<file path="src/rtl/reset_status_unit.sv">
module reset_status_unit #(
  parameter int SEC_W = 16
) (
  input  logic             clk,
  input  logic             por_n,
  input  logic             reg_wr,
  input  logic             reg_sel,
  input  logic [31:0]      reg_wdata,
  output logic [31:0]      reg_rdata,
  input  logic             ack_valid,
  input  logic             ack_sw_sys,
  input  logic             glitch_seen,
  input  logic             rst_out,
  input  logic             wkpull_pin,
  input  logic             cfg_en_pin,
  input  logic [1:0]       boot_pins,
  input  logic [SEC_W-1:0] sec_word_lo,
  output logic             sw_sys_req,
  output logic             sw_ext_req
);
  localparam int B_SSYS = 17;
  localparam int B_EXTF = 16;
  localparam int B_GLT  = 0;
  localparam int C_SYS  = 0;
  localparam int C_EXT  = 1;

  logic       ssys_q, extf_q, wkp_q, glitch_q, rst_out_q;
  logic [1:0] boot_q;

  wire wr_stat     = reg_wr && !reg_sel;
  wire wr_ctl      = reg_wr && reg_sel;
  wire rst_release = rst_out_q && !rst_out;
  wire sec_blank   = (sec_word_lo == '0) || (sec_word_lo == '1);
  wire [1:0] boot_nxt = cfg_en_pin ? boot_pins : (sec_blank ? 2'b10 : 2'b00);

  always_ff @(posedge clk or negedge por_n) begin
    if (!por_n) begin
      sw_sys_req <= 1'b0;
      sw_ext_req <= 1'b0;
      rst_out_q  <= 1'b0;
    end else begin
      sw_sys_req <= wr_ctl && reg_wdata[C_SYS];
      sw_ext_req <= wr_ctl && reg_wdata[C_EXT];
      rst_out_q  <= rst_out;
    end
  end

  always_ff @(posedge clk or negedge por_n) begin
    if (!por_n)         ssys_q <= 1'b0;
    else if (ack_valid) ssys_q <= ack_sw_sys;
  end

  always_ff @(posedge clk or negedge por_n) begin
    if (!por_n)                          extf_q <= 1'b0;
    else if (sw_ext_req)                 extf_q <= 1'b1;
    else if (wr_stat && reg_wdata[B_EXTF]) extf_q <= 1'b0;
  end

  always_ff @(posedge clk or negedge por_n) begin
    if (!por_n)                           glitch_q <= 1'b0;
    else if (glitch_seen)                 glitch_q <= 1'b1;
    else if (wr_stat && reg_wdata[B_GLT]) glitch_q <= 1'b0;
  end

  always_ff @(posedge clk or negedge por_n) begin
    if (!por_n) begin
      wkp_q  <= 1'b0;
      boot_q <= 2'b00;
    end else if (rst_release) begin
      wkp_q  <= wkpull_pin;
      boot_q <= boot_nxt;
    end
  end

  assign reg_rdata = reg_sel ? 32'h0
                   : {14'h0, ssys_q, extf_q, wkp_q, 12'h0, boot_q, glitch_q};
endmodule


</file>
<file path="config.mk">
export PLATFORM = sky130hd
export DESIGN_NAME = reset_status_unit
export DESIGN_NICKNAME = d
export VERILOG_FILES = /design/src/rtl/reset_status_unit.sv
export SDC_FILE = /design/constraint.sdc
export NUM_CORES = 1
export LEC_CHECK = 0
export BUFFER_PORTS_ARGS = -buffer_cell sky130_fd_sc_hd__buf_2
export CORE_MARGIN = 1.5
export CORE_UTILIZATION = 26
export DETAILED_ROUTE_END_ITERATION = 7
export PLACE_DENSITY = 0.75
export SLEW_MARGIN = 20
export SYNTH_ARGS = -nofsm -noshare
export SYNTH_HDL_FRONTEND = slang
export SYNTH_SLANG_ARGS = --single-unit
</file>
<file path="constraint.sdc">
create_clock -name clk -period 1.07 [get_ports clk]
set_clock_uncertainty 0.2 [all_clocks]
set_input_delay 0.107 -clock clk [delete_from_list [all_inputs] [get_ports clk]]
set_output_delay 0.107 -clock clk [all_outputs]
set_load 0.02 [all_outputs]
</file>
==> results.txt, run 1 <==
The number of flops mapped to enable cells by yosys came out at 0. Counting instances in the post-synthesis netlist gives the leading cell types as sky130_fd_sc_hd__buf_4 (26), sky130_fd_sc_hd__dfrtp_1 (9), sky130_fd_sc_hd__nor2b_1 (7), sky130_fd_sc_hd__nand2_1 (5), sky130_fd_sc_hd__nor4_1 (5). The final antenna-violating net count is 0. The wire length of the first global-routing pass is about 2300 µm. After synthesis, the mean cell area works out to around 9.2 µm². The number of antenna violations at the first check in global routing came to 0.

The setup TNS is -0.958 ns. The number of clock sinks is 9. The routed design has approximately 1600 µm of wire.

The die is 52.4 µm tall. Clock tree synthesis selected as its root buffer the cell sky130_fd_sc_hd__clkbuf_4. The number of design-rule violations left by the first detailed-router iteration came out at 5. Setup violations remaining at the end of the flow were counted as 11. Cells fill 45.5% of the core in the end.

The final critical-path required period is around 1.2 ns. The number of H-tree branching levels is 1. The count of final max-slew check failures is 0.

The leakage power came out at 0.562 nW. Across all setup checks in the final design, the least slack found is -0.163 ns. In the synthesized netlist the dominant register cell turns out to be sky130_fd_sc_hd__dfrtp_1. The pre-antenna-repair detailed-routing pass consisted of 4 iterations. On the worst path, the slowest cell contributes a delay of between 0.3 and 0.4 ns.

The placeable core area came out at about 2300 µm². The total global routing track utilization is 11.3%. The worst setup path is launched from a register. The global-route congestion overflow total is 0. The via count of the first global-routing pass is 620. The final reports fail on hold timing, setup timing. After synthesis the netlist holds a flip-flop and latch count of 9. The worst-case clock buffer depth is 2. In this design, the largest share of critical-path delay is due to flip-flops.

The min-delay analysis places its worst path in the category in -> reg. sky130_fd_sc_hd__buf_4 is the most common cell in the netlist. The count of buffer and inverter cells on the critical path is 1. The top-area cell type share of the netlist area is ~35%. The worst-case hold slack came out at -0.0996 ns.

The count of cell types in the netlist came out at 16. The number of hold violations in the final report is 2. The critical path endpoint category is an output pin. The wire length per cell after detailed routing is approximately 10 µm. The worst-case register-to-register setup slack came out at -0.02 ns. The worst-skew pair later-pin latency is approximately 0.26 ns. After detailed routing, the number of remaining DRC violations is 0.

The floorplan die width is 52.4 µm. 0 antenna diodes ended up in the layout. VDD sags by at most roughly 0.00055 V. The worst path uses 115% of the clock period. The critical-path maximum fanout is 2. TritonCTS built the clock tree. The highest clock rate is between 800 and 900 MHz. The cell taking the most area after synthesis is sky130_fd_sc_hd__dfrtp_1. The detailed-route vias per instance is 4.20. After clock tree synthesis, the clock-pin slew on the worst setup and hold paths is roughly 0.06 ns. After the last flow step, the layout net total stands at 189.

The power density of the placed cells is approximately 1000 nW/µm². In the post-synthesis netlist, the biggest area contributors are sky130_fd_sc_hd__dfrtp_1 (35%), sky130_fd_sc_hd__buf_4 (31%), sky130_fd_sc_hd__nor2b_1 (6.9%). The total number of placement rows is 17. The total die area came out at about 2800 µm². Routability-driven placement finished with a final weighted congestion of about 0.72.

The pin count of the biggest net entering global routing is 10. Counting the buffers created by CTS gives 3. The post-synthesis async set-or-reset flop share is 100%. The critical path start-end classification is reg -> out.

The count of warnings emitted by yosys came out at 0. Setup repair after global routing could not meet its margin everywhere. The layout overhead on the synthesized area came out at 61.4%. The max-cap violation count is 0. The cell area that synthesis handed to floorplanning was roughly 640 µm².

The cell count after synthesis came out at 69. The worst endpoint required time came out at about 0.76 ns. The run finished, with violations left. The starting utilization of the core area is roughly 28%.

The half-perimeter wire length of the detailed placement result came out at 1130 µm. The number of primary I/O pins is 94. The total vias in the final route is 655. The slowest stage of the critical path belongs to the cell sky130_fd_sc_hd__dfrtp_1. The register area share after synthesis is between 30% and 40%. Traced cell by cell, the critical path runs through nor2b_2 > buf_6. The number of buffer cells added on primary ports is 38. The data arrival time of the critical path came out at a little over 0.9 ns. The fraction of layout instances using a drive strength above 1 is between 40% and 50%.
-- flip-flops by register name, summed over array words and instances, names as in the netlist --
| signal | cells |
|---|---|
| sw_sys_req | 1 |
| sw_ext_req | 1 |
| boot_q | 2 |
| glitch_q | 1 |
| ssys_q | 1 |
| wkp_q | 1 |
| extf_q | 1 |
| rst_out_q | 1 |
-- per-stage QoR --
stage                     cell area [µm²]  total power (W)  instances  worst slack, ns  hold slack (ns)
after global placement                771         0.000652        135          -0.0976           -0.240
after CTS                             951         0.000980        153           -0.157           -0.102
after global routing                 1030          0.00109        156           -0.189          -0.0976
after detailed placement              771         0.000660        135           -0.141           -0.238
after floorplan                       733         0.000626         94          -0.0555           -0.389
final                                1030          0.00103        156           -0.163          -0.0996
-- worst paths after layout --
path	start	endpoint	depth (start not counted)
worst max-delay path	extf_q	reg_rdata[16]	2
worst min-delay path	ack_valid	ssys_q	2
worst max register to register	rst_out_q	wkp_q	2
worst min register to register	sw_ext_req	extf_q	1
max in group asynchronous	por_n	boot_q[1]	2
min in group asynchronous	por_n	glitch_q	2
-- report_power, final --
part           switching, W  internal [W]  leakage [nW]
Clock              0.000122      0.000138        0.0177
Sequential        0.0000155      0.000371         0.109
Combinational      0.000199      0.000185         0.436
-- worst register-to-register path, cell delays in order, from the launching register on --
cell	delay, ns
sky130_fd_sc_hd__dfrtp_1	0.40
sky130_fd_sc_hd__nand2b_4	0.09
sky130_fd_sc_hd__mux2_4	0.30
-- metal layers --
layer  share of wire (%)  vias to the layer above  GRT usage [%]
met5                   0                        -              0
met4                0.74                        0           5.13
met3                 9.1                        2           2.00
met2                  57                       49           26.0
met1                  33                      297           8.07
li1                    -                      307              -
-- cells by family (layout without fill, tap and decap cells) --
| logic type | after synthesis | count (layout) | share of synthesized area [%] |
|---|---|---|---|
| AND/OR/NAND/NOR | 26 | 26 | 24.0 |
| AO/OA/AOI/OAI | 5 | 5 | 5.71 |
| other | 1 | 26 | 0.590 |
| buffers and inverters | 26 | 60 | 30.7 |
| flip-flops | 9 | 9 | 35.4 |
| multiplexers | 2 | 2 | 3.54 |
-- area by class of cell --
class                           count  area [µm²]
Clock buffer                        3        22.5
Clock inverter                      1        5.00
Fill cell                         209        1230
Sequential cell                     9         225
Multi-Input combinational cell     59         338
Tap cell                           28        35.0
Timing Repair Buffer               56         400
-- placed cells by master, fill, tap and decap left out, drive strengths merged --
cell	n
and4	1
clkbuf	4
nor2b	7
mux2	2
buf	43
o31ai	1
conb	26
o21ai	2
clkinv	1
dlymetal6s4s	1
nor4	5
nand2	5
nand2b	2
a21o	2
nand4	4
and3	2
dfrtp	9
dlygate4sd3	11
-- timing repair --
action | 4_1_cts | 5_1_grt
pin swaps | 0 | 0
endpoints found under the hold margin | 18 | 2
resized for setup | 7 | 14
buffers inserted | 3 | 3
hold buffers | 11 | 1
setup endpoints to repair | 9 | 14
Note: power is estimated with default switching activity, not from simulation.
==> run 2, diff against run 1 <==
--- a/config.mk
+++ b/config.mk
@@ -10,6 +10,7 @@
 export CORE_UTILIZATION = 26
 export DETAILED_ROUTE_END_ITERATION = 7
 export PLACE_DENSITY = 0.75
+export REMOVE_ABC_BUFFERS = 1
 export SLEW_MARGIN = 20
 export SYNTH_ARGS = -nofsm -noshare
 export SYNTH_HDL_FRONTEND = slang
==> run 2 against run 1 <==
  * Sequential share of layout area rose by 0.46 points
  * First-iteration DRC count stayed put
  * Register-to-register slack about the same
  * The run still ends with hold timing, setup timing left
  * Cell count shrank 1.3%
  * Combinational power fell by 7.6%
  * Core utilization down 0.94 points
  * Clock power fell by 2%
  * Clock-buffer cell count increased by 1
  * Die area unchanged
  * Critical path depth did not move
==> results.txt, run 2 (synthesized netlist as in run 1, its figures left out) <==
The flow ran to the end, but the final reports show violations. The final reports fail on hold timing, setup timing. STA classifies the critical path startpoint as a register. The final antenna-violating net count came out at 0.

The count of final max-slew check failures is 0. The library cell used most frequently in the layout, excluding fill and tap cells, is sky130_fd_sc_hd__buf_2. In this run the number of H-tree levels came out at 1.

The number of antenna violations at the first check in global routing was 0. 0 antenna diodes ended up in the layout. The clock transition time at the flip-flop clock pins of the worst setup and hold paths is 0.06 ns.

The residual DRC count came out at 0. The cell area after layout is 1000 µm². Setup repair after global routing could not meet its margin everywhere. Setup violations remaining at the end of the flow were counted as 11. Buffers placed on the I/O ports in this run total 38. The highest clock rate is 814 MHz. The max-cap violation count is 0.

The critical path endpoint category is an output pin. The wire length per cell after detailed routing is between 10 and 15 µm. Summing all placed instances gives a cell area of between 700 and 800 µm².

The power density of the placed cells came out at slightly below 1000 nW/µm². The worst-case clock buffer depth is 2. The layout overhead on the synthesized area came out at 58.1%. The number of iterations in the first detailed-routing pass came out at 2. In this run the core area contains 17 standard-cell rows. By startpoint and endpoint, the worst setup path is classified as reg -> out.

The worst-case hold slack came out at -0.0871 ns. Routability-driven placement finished with a final weighted congestion of 0.694. In the layout the commonest cells are sky130_fd_sc_hd__buf_2 (32), sky130_fd_sc_hd__conb_1 (26), sky130_fd_sc_hd__dlygate4sd3_1 (12), sky130_fd_sc_hd__dfrtp_1 (9). The pin count of the biggest net entering global routing is 10. The peak supply drop is 0.000453 V.

The number of hold violations in the final report was 2. For the worst-skew pair, the clock arrives at the later sink with an insertion delay of 0.26 ns. The number of design-rule violations left by the first detailed-router iteration is 5. The via count of the first global-routing pass is roughly 550. The number of clock sinks is 9.

The total global routing track utilization came out at 9.84%. The critical-path maximum fanout came out at 2. The floorplan die width is 52.4 µm.

The final layout contains 187 nets. The CTS tree is done. Once detailed placement completed, the half-perimeter wirelength came to 1110 µm. The number of buffers added by the clock tree synthesis step is 3.

The global-route congestion overflow total is 0. In the routed layout, each cell is associated on average with a via count of approximately 4.1. The tightest min-delay check is of the in -> reg type.

The cell at the root of the clock tree is sky130_fd_sc_hd__clkbuf_4. The die height is about 52 µm. OpenSTA, run right after detailed placement, puts the worst setup slack at -0.129 ns. The count of cells in the finished layout, fillers not included, comes to around 150. The routed design could run at a clock period as short as between 1 and 1.5 ns. The total vias in the final route came out at 633. Once the floorplan was initialized, standard cells occupied 28.2% of the core. The sum of routed wire length over all layers came out at approximately 1600 µm. The slack of the critical path is -0.159 ns.

The placeable core area came out at 2250 µm². The leakage power is 0.533 nW. The fraction of layout instances using a drive strength above 1 is a little over 40%. The worst endpoint required time came out at approximately 0.76 ns. The die covers 2750 µm². The data arrival time of the critical path came out at 0.92 ns.

The number of cells after detailed placement is ~140. The number of primary I/O pins came out at 94. Counting flops per register, the top entry is boot_q.

The number of flip-flops under the largest register name is 2. The final cycle utilization of the critical path came out at 115%. The first global-routing pass estimated slightly below 2000 µm of wire. The design draws approximately 0.001 W.
run 2: path summary, 6_finish.rpt:
check,end,slack [ns],startpoint,cells past startpoint
worst min-delay path,ssys_q,-0.09,ack_valid,2
worst min register to register,glitch_q,0.27,glitch_q,1
worst max register to register,wkp_q,-0.01,rst_out_q,2
worst max-delay path,reg_rdata[16],-0.16,extf_q,2
min in group asynchronous,sw_ext_req,0.03,por_n,2
max in group asynchronous,extf_q,0.47,por_n,2
run 2: routing by layer:
metal / vias up / GRT usage [%] / share of wire (%)
li1: 302 / - / -
met1: 277 / 7.72 / 33
met2: 52 / 21.0 / 53
met3: 2 / 2.29 / 13
met4: 0 / 5.13 / 0.90
met5: - / 0 / 0
run 2: per-stage QoR:
step           TNS [ns]  utilization [%]
3_3_place_gp     -0.129             34.0
4_1_cts           -1.10             41.5
5_1_grt           -1.34             44.6
2_1_floorplan   -0.0631                -
6_report         -0.957             44.6
3_5_place_dp     -0.151             34.0
run 2: layout make-up:
cell class,count,area [µm²]
fillers,218,1250
repair buffers,54,374
multi-input cells,59,344
flip-flops and latches,9,225
well taps,28,35.0
clock buffers,4,26.3
run 2: critical path: stages, from the launching register on:
cell                      delay, ns
sky130_fd_sc_hd__dfrtp_1       0.34
sky130_fd_sc_hd__nor2b_1       0.15
sky130_fd_sc_hd__buf_2         0.18
run 2: repair_timing:
action	in CTS	in global routing
setup endpoints to repair	9	11
hold endpoints to repair	18	4
pin swaps	0	1
setup buffers	2	1
resized for setup	6	13
hold buffers	11	2
run 2: power breakdown:
group,internal [W],total (W),switching [W]
Combinational,0.000163,0.000355,0.000192
Clock,0.000143,0.000254,0.000111
Sequential,0.000371,0.000387,0.0000158
Total,0.000677,0.000996,0.000319
==> run 3, diff against run 2 <==
--- a/config.mk
+++ b/config.mk
@@ -11,6 +11,7 @@
 export DETAILED_ROUTE_END_ITERATION = 7
 export PLACE_DENSITY = 0.75
 export REMOVE_ABC_BUFFERS = 1
+export SETUP_SLACK_MARGIN = 0.4
 export SLEW_MARGIN = 20
 export SYNTH_ARGS = -nofsm -noshare
 export SYNTH_HDL_FRONTEND = slang
==> run 3 against run 2 <==
  * The run still ends with hold timing, setup timing left
  * Clock power about the same
  * Non-clock buffer count decreased by 11
  * Combinational power decreased by 10%
  * Die area unchanged
  * Register-to-register slack got worse by 0.02 ns
  * Global-route usage decreased by 1.1 points
  * Via count decreased by 7.9%
  * Wire length decreased by 16%
  * First-iteration DRC count decreased by 40%
  * Critical path type unchanged
  * Largest cell class is now multi-input gates
==> results.txt, run 3 (synthesized netlist as in run 1, its figures left out) <==
The net count reported at finish is 176. By startpoint and endpoint, the worst setup path is classified as reg -> out. The count of buffer and inverter cells on the critical path came out at 1. The filler cells instantiated in the layout total 240. The worst-case hold slack is -0.229 ns. The placeable core area is 2250 µm². The kind of cell with the highest combined delay along the critical path is flip-flops.

The number of clock sinks is 9. For this run, the slowest stage of the critical path takes 0.37 ns. The worst setup path is captured at an output pin. The wire length per cell after detailed routing is 9.23 µm.

The final antenna-violating net count is 0. The top cell types in the final layout, fill and taps aside, are sky130_fd_sc_hd__buf_2 (33), sky130_fd_sc_hd__conb_1 (26), sky130_fd_sc_hd__dfrtp_1 (9), sky130_fd_sc_hd__buf_6 (6), sky130_fd_sc_hd__nor2b_1 (5). The final RePlAce weighted congestion is slightly below 0.7. The count of endpoints failing setup in the final report came out at 8. The sum of routed wire length over all layers came out at about 1300 µm. The number of cells on the worst reg-to-reg path is 2. The fraction of layout instances using a drive strength above 1 came out at between 40% and 50%. The worst slack at placement is -0.129 ns. Setup slack on the critical path of the routed design comes to -0.148 ns. The number of buffers added by the clock tree synthesis step came out at 3.

The power density of the placed cells came out at about 1100 nW/µm². The multi-input gate area in the final layout is about 340 µm². The number of H-tree branching levels is 1. The class of the tightest hold or removal check is in -> reg.

In this run the critical register-to-register path is captured at wkp_q. After the first detailed-routing iteration, the DRC count stood at 3. The final reports fail on hold timing, setup timing. Clock tree synthesis selected as its root buffer the cell sky130_fd_sc_hd__clkbuf_4. The flow ran to the end, but the final reports show violations. The wire length of the first global-routing pass is approximately 1800 µm. The total die area is between 2000 and 3000 µm². The CTS tree is done.

The hold buffer count at CTS is 1. The total vias in the final route came out at roughly 580. The post-route non-filler standard cell count came out at about 140.

The post-place instance area came out at 767 µm². The detailed-route vias per instance came out at roughly 4.1. The total number of placement rows is 17.

The cell with the biggest individual delay on the critical path is sky130_fd_sc_hd__dfrtp_1. The number of cells after detailed placement came out at 135. The worst endpoint required time is roughly 0.76 ns. The global-route congestion overflow total came out at 0. The area growth from synthesis to layout is 40.2%.

The die height came out at ~52 µm. The clock transition time at the flip-flop clock pins of the worst setup and hold paths is 0.05 ns. Once the floorplan was initialized, standard cells occupied between 20 and 30% of the core. The top register by number of flip-flops is boot_q. Leaving out fill and tap cells, the most frequent cell in the layout is sky130_fd_sc_hd__buf_2. Setup repair after global routing could not meet its margin everywhere.

The worst-case clock buffer depth is 2. The critical-path maximum fanout is 2. The number of iterations in the first detailed-routing pass came out at 2. The number of hold violations in the final report is 9.

For this run, the top clock speed supported by timing is ~800 MHz. Clock latency on the worst-skew pair, taken at its later pin, is around 0.25 ns. The most critical setup path has its startpoint at wkp_q.

In this run the worst setup path terminates at reg_rdata[15]. The leakage power came out at between 0.4 and 0.5 nW. The total power of the final layout came out at 0.000955 W. The setup check on the worst reg-to-reg path leaves a slack of -0.03 ns.

The half-perimeter wire length of the detailed placement result came out at roughly 1100 µm. STA classifies the critical path startpoint as a register. The final critical-path required period came out at approximately 1.2 ns. The data arrival time of the critical path is ~0.91 ns. The number of flip-flops under the largest register name came out at 2. The flip-flop and latch area is roughly 230 µm². The residual DRC count is 0. The total global routing track utilization is approximately 8.7%. The repair_antennas step left the layout with diodes totalling 0. Walking the worst path, the cells encountered are nor2b_1 > buf_2.

The number of antenna violations at the first check in global routing is 0. In this run the critical register-to-register path is launched from rst_out_q. The total number of cells along the worst setup path came out at 2. The peak supply drop is around 0.00048 V. The worst path uses 114% of the clock period. The via count of the first global-routing pass came out at between 400 and 500. The floorplan step set the die width to between 50 and 60 µm. The count of buffers added on input and output ports is 38.

The pin count of the biggest net entering global routing is 10. The count of final max-slew check failures is 0. The cell area after layout came out at roughly 890 µm².

The number of primary I/O pins came out at between 90 and 100. The max-cap violation count is 0.
## run 3: final cells by class
cell class,count,share of cell area (%)
repair buffers,43,29.8
flip-flops and latches,9,25.3
multi-input cells,59,38.1
clock buffers,4,2.95
well taps,28,3.93
## run 3: layer usage
metal  global-route usage, %  vias up  wire (µm)
met5                       0        -          0
met4                    5.13        0         15
li1                        -      278          -
met3                    2.00        2        179
met1                    8.04      251        450
met2                    16.9       52        675
## run 3: per-stage QoR
stage	TNS (ns)	utilization (%)
floorplan	-0.0631	-
global placement	-0.129	34.0
detailed placement	-0.151	34.0
CTS	-0.993	37.3
global route	-1.19	39.5
finish	-0.878	39.5
## run 3: worst min path at each step
stage | endpoint | startpoint | cells after the start | slack, ns
after floorplan | boot_q[0] | por_n | 0 | -0.39
after global placement | ssys_q | por_n | 1 | -0.24
after detailed placement | ssys_q | por_n | 1 | -0.24
after CTS | rst_out_q | rst_out | 1 | -0.24
after global routing | rst_out_q | rst_out | 1 | -0.25
final | rst_out_q | rst_out | 1 | -0.23
## run 3: what timing repair did
item	CTS	global route
pin swaps	0	3
buffers inserted	2	1
setup endpoints to repair	14	14
hold endpoints to repair	18	9
resized for setup	9	10
## run 3: worst reg2reg max path, stage by stage (launching register included)
cell                       delay (ns)
sky130_fd_sc_hd__dfrtp_1         0.36
sky130_fd_sc_hd__nand2b_1        0.12
sky130_fd_sc_hd__mux2_4          0.31
## run 3: power by group
part           internal [W]  switching [W]
Combinational      0.000133       0.000185
Clock              0.000143       0.000108
Sequential         0.000371      0.0000142
Total              0.000648       0.000308
